**src/rtl/ep_rxb_pkg.sv**
```systemverilog
package ep_rxb_pkg;

   // Bus-side writer states
   typedef enum logic [1:0] {
      WR_IDLE  = 2'd0,
      WR_STORE = 2'd1,
      WR_DROP  = 2'd2
   } wr_state_t;

   localparam int NUM_BANKS = 2;

   // One-hot select for a bank pointer
   function automatic logic [NUM_BANKS-1:0] bank_sel(input logic ptr);
      return ptr ? 2'b10 : 2'b01;
   endfunction

   // Next bank pointer: alternate when two banks are in use
   function automatic logic next_ptr(input logic ptr, input logic dual);
      return dual ? ~ptr : 1'b0;
   endfunction

endpackage

```
**src/rtl/ep_rxb_bank.sv**
```systemverilog
module ep_rxb_bank #(
   parameter int DW    = 8,
   parameter int DEPTH = 64,
   localparam int AW   = $clog2(DEPTH),
   localparam int CW   = $clog2(DEPTH + 1)
) (
   input  logic          clk,
   input  logic          rst_n,
   input  logic          wr_en,
   input  logic [AW-1:0] wr_addr,
   input  logic [DW-1:0] wr_data,
   input  logic [AW-1:0] rd_addr,
   output logic [DW-1:0] rd_data,
   input  logic          mark_full,
   input  logic [CW-1:0] mark_len,
   input  logic          mark_free,
   output logic          full,
   output logic [CW-1:0] len
);

   logic [DW-1:0] mem [DEPTH];

   // Storage array: written by the bus side only while the bank is free
   always_ff @(posedge clk) begin
      if (wr_en) mem[wr_addr] <= wr_data;
   end

   assign rd_data = mem[rd_addr];

   // Fill state and stored length
   always_ff @(posedge clk or negedge rst_n) begin
      if (!rst_n) begin
         full <= 1'b0;
         len  <= '0;
      end else if (mark_full) begin
         full <= 1'b1;
         len  <= mark_len;
      end else if (mark_free) begin
         full <= 1'b0;
         len  <= '0;
      end
   end

endmodule

```
**src/rtl/ep_rxb_writer.sv**
```systemverilog
module ep_rxb_writer
   import ep_rxb_pkg::*;
#(
   parameter int DW    = 8,
   parameter int DEPTH = 64,
   localparam int AW   = $clog2(DEPTH),
   localparam int CW   = $clog2(DEPTH + 1)
) (
   input  logic                 clk,
   input  logic                 rst_n,
   input  logic                 dual_en,
   input  logic                 pkt_start,
   input  logic                 pkt_valid,
   input  logic [DW-1:0]        pkt_byte,
   input  logic                 pkt_end,
   input  logic [NUM_BANKS-1:0] bank_full,
   output logic                 wr_en,
   output logic [AW-1:0]        wr_addr,
   output logic [DW-1:0]        wr_data,
   output logic                 wr_bank,
   output logic [NUM_BANKS-1:0] mark_full,
   output logic [CW-1:0]        mark_len,
   output logic                 ack,
   output logic                 nak,
   output logic                 ovf_evt
);

   wr_state_t     st_q;
   logic          wptr_q;
   logic [CW-1:0] wcnt_q;
   logic          ack_q, nak_q;
   logic          room;
   logic          data_beat;

   assign room      = (wcnt_q < CW'(DEPTH));
   assign data_beat = (st_q == WR_STORE) && pkt_valid && !pkt_end;

   always_ff @(posedge clk or negedge rst_n) begin
      if (!rst_n) begin
         st_q   <= WR_IDLE;
         wptr_q <= 1'b0;
         wcnt_q <= '0;
         ack_q  <= 1'b0;
         nak_q  <= 1'b0;
      end else begin
         ack_q <= 1'b0;
         nak_q <= 1'b0;
         case (st_q)
            WR_IDLE: begin
               if (pkt_start) begin
                  st_q   <= bank_full[wptr_q] ? WR_DROP : WR_STORE;
                  wcnt_q <= '0;
               end
            end
            WR_STORE: begin
               if (pkt_end) begin
                  ack_q  <= 1'b1;
                  st_q   <= WR_IDLE;
                  wptr_q <= next_ptr(wptr_q, dual_en);
               end else if (pkt_valid && room) begin
                  wcnt_q <= wcnt_q + CW'(1);
               end
            end
            WR_DROP: begin
               if (pkt_end) begin
                  nak_q <= 1'b1;
                  st_q  <= WR_IDLE;
               end
            end
            default: st_q <= WR_IDLE;
         endcase
      end
   end

   assign wr_en     = data_beat && room;
   assign ovf_evt   = data_beat && !room;
   assign wr_addr   = wcnt_q[AW-1:0];
   assign wr_data   = pkt_byte;
   assign wr_bank   = wptr_q;
   assign mark_full = ((st_q == WR_STORE) && pkt_end) ? bank_sel(wptr_q) : '0;
   assign mark_len  = wcnt_q;
   assign ack       = ack_q;
   assign nak       = nak_q;

endmodule

```
**src/rtl/ep_rxb_reader.sv**
```systemverilog
module ep_rxb_reader
   import ep_rxb_pkg::*;
#(
   parameter int DW    = 8,
   parameter int DEPTH = 64,
   localparam int AW   = $clog2(DEPTH),
   localparam int CW   = $clog2(DEPTH + 1)
) (
   input  logic                          clk,
   input  logic                          rst_n,
   input  logic                          dual_en,
   input  logic [NUM_BANKS-1:0]          bank_full,
   input  logic [NUM_BANKS-1:0][CW-1:0]  bank_len,
   input  logic [NUM_BANKS-1:0][DW-1:0]  bank_q,
   input  logic                          cpu_clr_rx,
   input  logic                          cpu_release,
   input  logic                          cpu_rd,
   output logic [AW-1:0]                 rd_idx,
   output logic [NUM_BANKS-1:0]          mark_free,
   output logic                          own,
   output logic                          rx,
   output logic [CW-1:0]                 cnt,
   output logic [DW-1:0]                 rdata
);

   logic          rptr_q;
   logic          own_q, rx_q;
   logic [CW-1:0] cnt_q;
   logic [AW-1:0] idx_q;
   logic [DW-1:0] rdat_q;
   logic          present, release_ok, take;

   // Hand a filled bank to the CPU when none is held
   assign present    = !own_q && bank_full[rptr_q];
   assign release_ok = own_q && cpu_release;
   assign take       = cpu_rd && own_q && !cpu_release && (cnt_q != '0);

   always_ff @(posedge clk or negedge rst_n) begin
      if (!rst_n) begin
         rptr_q <= 1'b0;
         own_q  <= 1'b0;
         rx_q   <= 1'b0;
         cnt_q  <= '0;
         idx_q  <= '0;
         rdat_q <= '0;
      end else begin
         if (present) begin
            own_q <= 1'b1;
            cnt_q <= bank_len[rptr_q];
            idx_q <= '0;
         end else if (release_ok) begin
            own_q  <= 1'b0;
            cnt_q  <= '0;
            idx_q  <= '0;
            rptr_q <= next_ptr(rptr_q, dual_en);
         end else if (take) begin
            cnt_q <= cnt_q - CW'(1);
            idx_q <= idx_q + AW'(1);
         end

         if (cpu_rd) rdat_q <= take ? bank_q[rptr_q] : '0;

         if (present)         rx_q <= 1'b1;
         else if (cpu_clr_rx) rx_q <= 1'b0;
      end
   end

   assign rd_idx    = idx_q;
   assign mark_free = release_ok ? bank_sel(rptr_q) : '0;
   assign own       = own_q;
   assign rx        = rx_q;
   assign cnt       = cnt_q;
   assign rdata     = rdat_q;

endmodule

```
**src/rtl/ep_rxb_ctrl.sv**
```systemverilog
module ep_rxb_ctrl
   import ep_rxb_pkg::*;
#(
   parameter int DW           = 8,
   parameter int DEPTH        = 64,
   parameter bit DUAL_CAPABLE = 1'b1
) (
   input  logic                       clk,
   input  logic                       rst_n,
   input  logic                       cfg_dual_bank,
   input  logic                       cfg_iso,
   input  logic                       pkt_start,
   input  logic                       pkt_valid,
   input  logic [DW-1:0]              pkt_byte,
   input  logic                       pkt_end,
   output logic                       hs_ack,
   output logic                       hs_nak,
   input  logic                       in_req,
   output logic                       zlp_send,
   input  logic                       cpu_rx_ie,
   input  logic                       cpu_uf_ie,
   input  logic                       cpu_clr_rx,
   input  logic                       cpu_release,
   input  logic                       cpu_clr_uf,
   input  logic                       cpu_clr_ovf,
   input  logic                       cpu_rd,
   output logic [DW-1:0]              rd_data,
   output logic [$clog2(DEPTH+1)-1:0] byte_cnt,
   output logic                       rd_allowed,
   output logic                       rx_flag,
   output logic                       own_flag,
   output logic                       uf_flag,
   output logic                       ovf_flag,
   output logic                       ep_irq
);

   localparam int AW = $clog2(DEPTH);
   localparam int CW = $clog2(DEPTH + 1);

   // Elaboration-time parameter checks
   if (DEPTH < 2) begin : g_bad_depth
      $error("ep_rxb_ctrl: DEPTH must be at least 2");
   end
   if (DW < 1) begin : g_bad_width
      $error("ep_rxb_ctrl: DW must be at least 1");
   end

   logic                          dual_en;
   logic [NUM_BANKS-1:0]          bank_full;
   logic [NUM_BANKS-1:0][CW-1:0]  bank_len;
   logic [NUM_BANKS-1:0][DW-1:0]  bank_q;
   logic [NUM_BANKS-1:0]          set_full, set_free;
   logic                          w_en, w_bank, ovf_evt;
   logic [AW-1:0]                 w_addr, r_idx;
   logic [DW-1:0]                 w_data;
   logic [CW-1:0]                 w_len;
   logic                          uf_q, zlp_q, ovf_q;
   logic                          starve;

   // Variant: single-bank build ignores the mode input
   if (DUAL_CAPABLE) begin : g_dual
      assign dual_en = cfg_dual_bank;
   end else begin : g_single
      assign dual_en = cfg_dual_bank & 1'b0;
   end

   ep_rxb_writer #(.DW(DW), .DEPTH(DEPTH)) u_wr (
      .clk       (clk),
      .rst_n     (rst_n),
      .dual_en   (dual_en),
      .pkt_start (pkt_start),
      .pkt_valid (pkt_valid),
      .pkt_byte  (pkt_byte),
      .pkt_end   (pkt_end),
      .bank_full (bank_full),
      .wr_en     (w_en),
      .wr_addr   (w_addr),
      .wr_data   (w_data),
      .wr_bank   (w_bank),
      .mark_full (set_full),
      .mark_len  (w_len),
      .ack       (hs_ack),
      .nak       (hs_nak),
      .ovf_evt   (ovf_evt)
   );

   for (genvar b = 0; b < NUM_BANKS; b++) begin : g_bank
      ep_rxb_bank #(.DW(DW), .DEPTH(DEPTH)) u_bank (
         .clk       (clk),
         .rst_n     (rst_n),
         .wr_en     (w_en && (w_bank == 1'(b))),
         .wr_addr   (w_addr),
         .wr_data   (w_data),
         .rd_addr   (r_idx),
         .rd_data   (bank_q[b]),
         .mark_full (set_full[b]),
         .mark_len  (w_len),
         .mark_free (set_free[b]),
         .full      (bank_full[b]),
         .len       (bank_len[b])
      );
   end

   ep_rxb_reader #(.DW(DW), .DEPTH(DEPTH)) u_rd (
      .clk         (clk),
      .rst_n       (rst_n),
      .dual_en     (dual_en),
      .bank_full   (bank_full),
      .bank_len    (bank_len),
      .bank_q      (bank_q),
      .cpu_clr_rx  (cpu_clr_rx),
      .cpu_release (cpu_release),
      .cpu_rd      (cpu_rd),
      .rd_idx      (r_idx),
      .mark_free   (set_free),
      .own         (own_flag),
      .rx          (rx_flag),
      .cnt         (byte_cnt),
      .rdata       (rd_data)
   );

   // Isochronous IN underflow and sticky overflow
   assign starve = in_req && cfg_iso && (bank_full == '0);

   always_ff @(posedge clk or negedge rst_n) begin
      if (!rst_n) begin
         uf_q  <= 1'b0;
         zlp_q <= 1'b0;
         ovf_q <= 1'b0;
      end else begin
         zlp_q <= starve;
         if (starve)          uf_q <= 1'b1;
         else if (cpu_clr_uf) uf_q <= 1'b0;
         if (ovf_evt)          ovf_q <= 1'b1;
         else if (cpu_clr_ovf) ovf_q <= 1'b0;
      end
   end

   assign zlp_send   = zlp_q;
   assign uf_flag    = uf_q;
   assign ovf_flag   = ovf_q;
   assign rd_allowed = own_flag && (byte_cnt != '0);
   assign ep_irq     = (rx_flag && cpu_rx_ie) || (uf_q && cpu_uf_ie);

endmodule

```
**config.mk**
```make
export PLATFORM = sky130hd
export DESIGN_NAME = ep_rxb_ctrl
export DESIGN_NICKNAME = d
export VERILOG_FILES = /design/src/rtl/ep_rxb_pkg.sv /design/src/rtl/ep_rxb_bank.sv /design/src/rtl/ep_rxb_writer.sv /design/src/rtl/ep_rxb_reader.sv /design/src/rtl/ep_rxb_ctrl.sv
export SDC_FILE = /design/constraint.sdc
export NUM_CORES = 1
export LEC_CHECK = 0
export BUFFER_PORTS_ARGS = -buffer_cell sky130_fd_sc_hd__buf_2
export CORE_UTILIZATION = 60
export CTS_BUF_LIST = sky130_fd_sc_hd__clkbuf_2
export DETAILED_ROUTE_END_ITERATION = 10
export MAX_ROUTING_LAYER = met4
export PLACE_DENSITY = 0.78
export SLEW_MARGIN = 20
export SYNTH_ARGS = -nofsm -noshare
export SYNTH_HDL_FRONTEND = slang
export SYNTH_SLANG_ARGS = --single-unit
```
**constraint.sdc**
```tcl
create_clock -name clk -period 3.9 [get_ports clk]
set_input_delay 0.585 -clock clk [delete_from_list [all_inputs] [get_ports clk]]
set_output_delay 0.585 -clock clk [all_outputs]
set_load 0.005 [all_outputs]
```
# Word-level counts from Yosys, hierarchy flattened
# Memory sizes are Yosys's and may differ from the RTL's.
# Index checks and enable logic that the tools add are counted.
# word_totals
ramBits	1024
ff_bits	55
out_inout_bits	24
input_bits	23
latch_bits	0
n_memories	2
rom_bits	0
# classes
add_sub_neg	3
muxes	52
magnitude_cmp	3
n_eq_ne	6
n_shift	0
multipliers	0
div_mod_pow	0
reduce_logical	39
bitwise_logic	3
# memory_table
name	words	word_bits	read_ports	rd_clocked_by_memory_dff	wr	line_no	rtl
g_bank[0].u_bank.mem	64	8	1	0	1	ep_rxb_bank.sv:21	logic [DW-1:0] mem [DEPTH];
g_bank[1].u_bank.mem	64	8	1	0	1	ep_rxb_bank.sv:21	
# op_table
op	n
7-bit two-way mux	12
1-bit two-way mux	25
8-bit two-way mux	3
1-bit logical AND	18
6-bit two-way mux	3
2-bit two-way mux	7
7-bit one-hot mux with 2 select lines	1
2-bit nonzero test	7
7-bit by 1-bit adder with 7-bit output (second input constant)	1
7-bit < comparator (second input constant)	1
7-bit nonzero test	1
7-bit by 1-bit subtractor with 7-bit output (second input constant)	1
6-bit by 1-bit adder with 6-bit output (second input constant)	1
2-bit != test (second input constant)	3
2-bit AND reduction	3
1-bit logical NOT	4
2-bit logical NOT	2
1-bit by 2-bit < comparator with 1-bit output (second input constant)	2
2-bit one-hot mux with 2 select lines	1
4-bit AND reduction	1
1-bit NOT	3
3-bit nonzero test	1
2-bit by 1-bit equality test with 1-bit output (second input constant)	1
2-bit equality test (second input constant)	1
3 further kinds	3

# Logic depth before layout (Yosys ltp)
# logic_depth
word_depth	7
ltp_mapped	11
ltp_nobuf	8

# Hierarchy
# A second synthesis with hierarchy kept.
# unflattened
cells_unflattened	2139
hier_area_um2	42866.1
# modules_own_cells
mod	area_per_inst_um2	n_inst	cells_each
ep_rxb_bank	20221.9	2	947
ep_rxb_reader	1388.8	1	142
ep_rxb_writer	879.6	1	88
ep_rxb_ctrl	153.9	1	15

# Worst setup path before layout
# Ideal clock, no wire load.
# synth_timing
path_type	reg-to-reg
from	register u_wr.st_q[1]
to	memory g_bank[1].u_bank.mem[63][0] (enable)
arrival_ns	2.043
required_time_ns	3.515
period_less_slack_ns	2.429
stages_incl_launch_ff	8
path_buffers	1
path_slack_ns	1.471
setup_time_ns	0.385
path_cell_list	dfrtp_1 inv_1 ha_1 nand2_1 nor3_1 and2_1 clkbuf_1 nor3b_1
# synth_via
elab_chain_cells	7
# synth_lines
element	line_no	rtl
from (decl)	ep_rxb_writer.sv:28	wr_state_t st_q;
from (signal assigned)	ep_rxb_writer.sv:51	st_q <= bank_full[wptr_q] ? WR_DROP : WR_STORE;
2-bit by 1-bit equality test with 1-bit output	ep_rxb_writer.sv:36	assign data_beat = (st_q == WR_STORE) && pkt_valid && !pkt_end;
1-bit logical AND (2 in a row)	ep_rxb_writer.sv:36	
1-bit logical AND	ep_rxb_writer.sv:75	assign wr_en = data_beat && room;
1-bit logical AND	ep_rxb_ctrl.sv:91	.wr_en (w_en && (w_bank == 1'(b))),
1-bit two-way mux	ep_rxb_bank.sv:25	if (wr_en) mem[wr_addr] <= wr_data;
1-bit two-way mux (implied by the code)	ep_rxb_bank.sv:25	
to (decl)	ep_rxb_bank.sv:21	
# No other way between the ends.

# Worst setup path after layout
# layout_timing
from	register u_rd.cnt_q[0], in the netlist u_rd.cnt[0]
to	output rd_allowed
# layout_via
elab_chain_cells	2
# layout_lines
element	line_no	rtl
from (decl)	ep_rxb_reader.sv:28	logic [CW-1:0] cnt_q;
from (signal assigned)	ep_rxb_reader.sv:49	cnt_q <= bank_len[rptr_q];
from (signal assigned)	ep_rxb_reader.sv:57	cnt_q <= cnt_q - CW'(1);
7-bit nonzero test	ep_rxb_ctrl.sv:142	assign rd_allowed = own_flag && (byte_cnt != '0);
1-bit logical AND	ep_rxb_ctrl.sv:142	
to (decl)	ep_rxb_ctrl.sv:29	output logic rd_allowed,
# No other way between the ends.

==> flow_summary.toml <==
[outcome]
outcome = "finished clean"

[sta]
hold_viol = 0
relSlewSlack_pct = 26.4
tns_ns = 0
finalClockSkew_ns = 0.117
rsz0062_at_grt = "no"
setup_ws_ns = 0.181
hold_slack_ns = 0.199
setup_viol = 0
fmax_mhz = 269
worstMarginPinSlew_ns = 1.10
min_period_ns = 3.72
drv_slew = 0
min_period_over_period_pct = 95.4

[global_route]
grt_use_total_pct = 30.1
antenna_found_initial = 4
grt_pass1_vias = 23700
overflow = 0
grt_pass1_wl_um = 150000
grt_start_max_net_pins = 103

[final_layout]
stdcell_count = 3652
final_design_area_no_fill_um2 = 46900
multi_input_area_um2 = 9570
fillers = 4547
fin_util_pct = 66.9
seqCellArea_um2 = 32100
fin_nets = 2545
drive_gt1_share_pct = 28.4
syn_to_final_growth_pct = 10.2

[synth]
yosysUniqueCellTypes = 66
yosysSeqAreaShare_pct = 75.5
synthTopCellsByCount = "edfxtp_1, mux4_2, nor2_1, mux2i_1, clkbuf_1"
syn_area_um2 = 42600
synth_seq_cells = 1079
async_flop_share_pct = 5.10
syn_nets = 2229
yosys.area.top_type_share_pct = 72.2
avgSynthCellArea_um2 = 19.4
yosys_warnings = 0
synthCells = 2199
ys.flop_type = "edfxtp_1"
synth_area_leader_cell = "edfxtp_1"
ys_top_cells_by_area = "edfxtp_1, mux4_2, mux2i_1"
synth-edff-count = 1024
synth_most_common_cell = "edfxtp_1"

[route]
vias = 23400
drc_errors = 0
ant_nets = 0
routed_wl_um = 103000
drt_first_iter_violations = 3122
viasPerCell = 6.40
wl_per_cell_um = 28.1
firstDrtPassIters = 6

[cts]
htree_levels = 4
cts_buffer_depth = 3
tritoncts = "done"
numCtsBuffers = 239
cts.clk_slew.worst_paths_ns = 0.11
cts_resized = 0
insertion_delay_ns = 1.49
cts_sinks = 1079
cts-root-buf = "clkbuf_2"

[min_path]
min_from = "pkt_end"
hp-class = "input port to flip-flop"

[floorplanning]
initial_core_util_pct = 60.7
dieWidth_um = 268
pin_count = 47
rows = 97
fp.coreArea_um2 = 70100
die_height_um = 268
die_area_um2 = 72000

[placement]
gp_congestion = 0.901
dp_slack_ns = 0.385
placed_cell_area_um2 = 44300
portBuffers = 46
dp.cells = 3173
dp.final_hpwl_um = 62800

[setup_path]
cp.arrival_ns = 3.13
critPathKind = "flip-flop to output port"
crit_path_max_fanout = 5
startpoint_type = "flip-flop"
crit_start = "u_rd.cnt[0]$_DFFE_PN0P_"
cp.required_ns = 3.31
r2r-start = "u_rd.rd_idx[2]$_DFFE_PN0P_"
end_kind = "output port"

[power_and_ir_drop]
power_leakage_nw = 15.3
power_density_nw_per_um2 = 523
ir_worst_vdd_v = 0.000338
p_total_mw = 24.6

[run]
maxCapViolCount = 0
-- worst max-delay path, stage by stage (launching register included) --
cell and delay, ns:
dfrtp_1 0.44, inv_1 0.10, ha_1 0.18, nor4b_1 0.59
a21oi_1 0.18, buf_2 0.16
-- cell usage in the layout (no fill, tap or decap), drive strengths merged, types with 4 or more instances in the layout --
cell type and instances:
edfxtp 1024, clkbuf 340, mux4 193, nor2 175
buf 170, mux2i 150, clkinv 84, nand2 57
dfrtp 55, o21ai 46, a21oi 44, dlygate4sd3 40
a221oi 33, a211oi 27, inv 26, o221ai 22
a22o 21, o22ai 21, a2111oi 17, a22oi 15
nand3 13, nor2b 12, nand3b 9, or2 8
ha 7, nand4 6, a31oi 6, mux2 6
o22a 6, and2 6, nor3 5, nand2b 5
o21a 5, o31a 5, diode 4, or3b 4
a21o 4
-- metal layers --
| layer | track usage (%) | wire, um | up-vias |
|---|---|---|---|
| met3 | 8.67 | 11900 | 195 |
| met4 | 10.2 | 2690 | 0 |
| met1 | 38.7 | 37800 | 11800 |
| met5 | - | 0 | - |
| li1 | - | - | 9814 |
| met2 | 46.6 | 50300 | 1510 |
-- power breakdown --
group,internal [mW],switching (mW)
combinational,2.19,2.52
sequential,12.8,0.195
clock,2.51,4.35
-- kinds of logic after synthesis --
logic type                 after synthesis  share of synthesized area [%]
and+or+nand+nor                        314                           3.28
buffers and inverters                  155                           2.11
AOI/OAI and AO/OA                      291                           4.97
xor gates and xnor gates                 4                         0.0823
muxes                                  349                           13.9
DFF                                   1079                           75.5
adders and majority gates                7                          0.206
-- what timing repair did --
item,CTS,global route
hold buffers,41,0
setup buffers,0,0
endpoints found under the hold margin,1187,0
-- layout make-up --
| cell class | instances | share of cell area (%) |
|---|---|---|
| Multi-Input combinational cell | 965 | 20.4 |
| Inverter | 20 | 0.160 |
| Sequential cell | 1079 | 68.5 |
| Clock buffer | 340 | 3.63 |
| Antenna cell | 4 | 0.0213 |
| Tap cell | 940 | 2.51 |
| Timing Repair Buffer | 210 | 3.73 |
| Clock inverter | 94 | 1.06 |
-- registers in the layout, summed over array words and instances, names as in the netlist, 2 cells and up --
signal / count
u_rd.cnt: 7
u_wr.st_q: 2
g_bank.u_bank.len: 14
g_bank.u_bank.mem: 1024
u_wr.mark_len: 7
u_rd.rd_idx: 6
u_rd.rdata: 8
g_bank.u_bank.full: 2
-- final timing paths --
path	endpoint	slack (ns)	depth (start not counted)
min in group asynchronous	g_bank[0].u_bank.len[2]$_DFFE_PN0P_	0.76	5
max	rd_allowed	0.18	5
max in group asynchronous	u_rd.rd_idx[1]$_DFFE_PN0P_	2.87	5
min reg2reg	g_bank[0].u_bank.len[4]$_DFFE_PN0P_	0.52	1
max reg2reg	u_rd.rdata[1]$_DFFE_PN0P_	0.29	8
min	u_wr.st_q[1]$_DFFE_PN0P_	0.20	5
(Power assumes the default switching activity.)
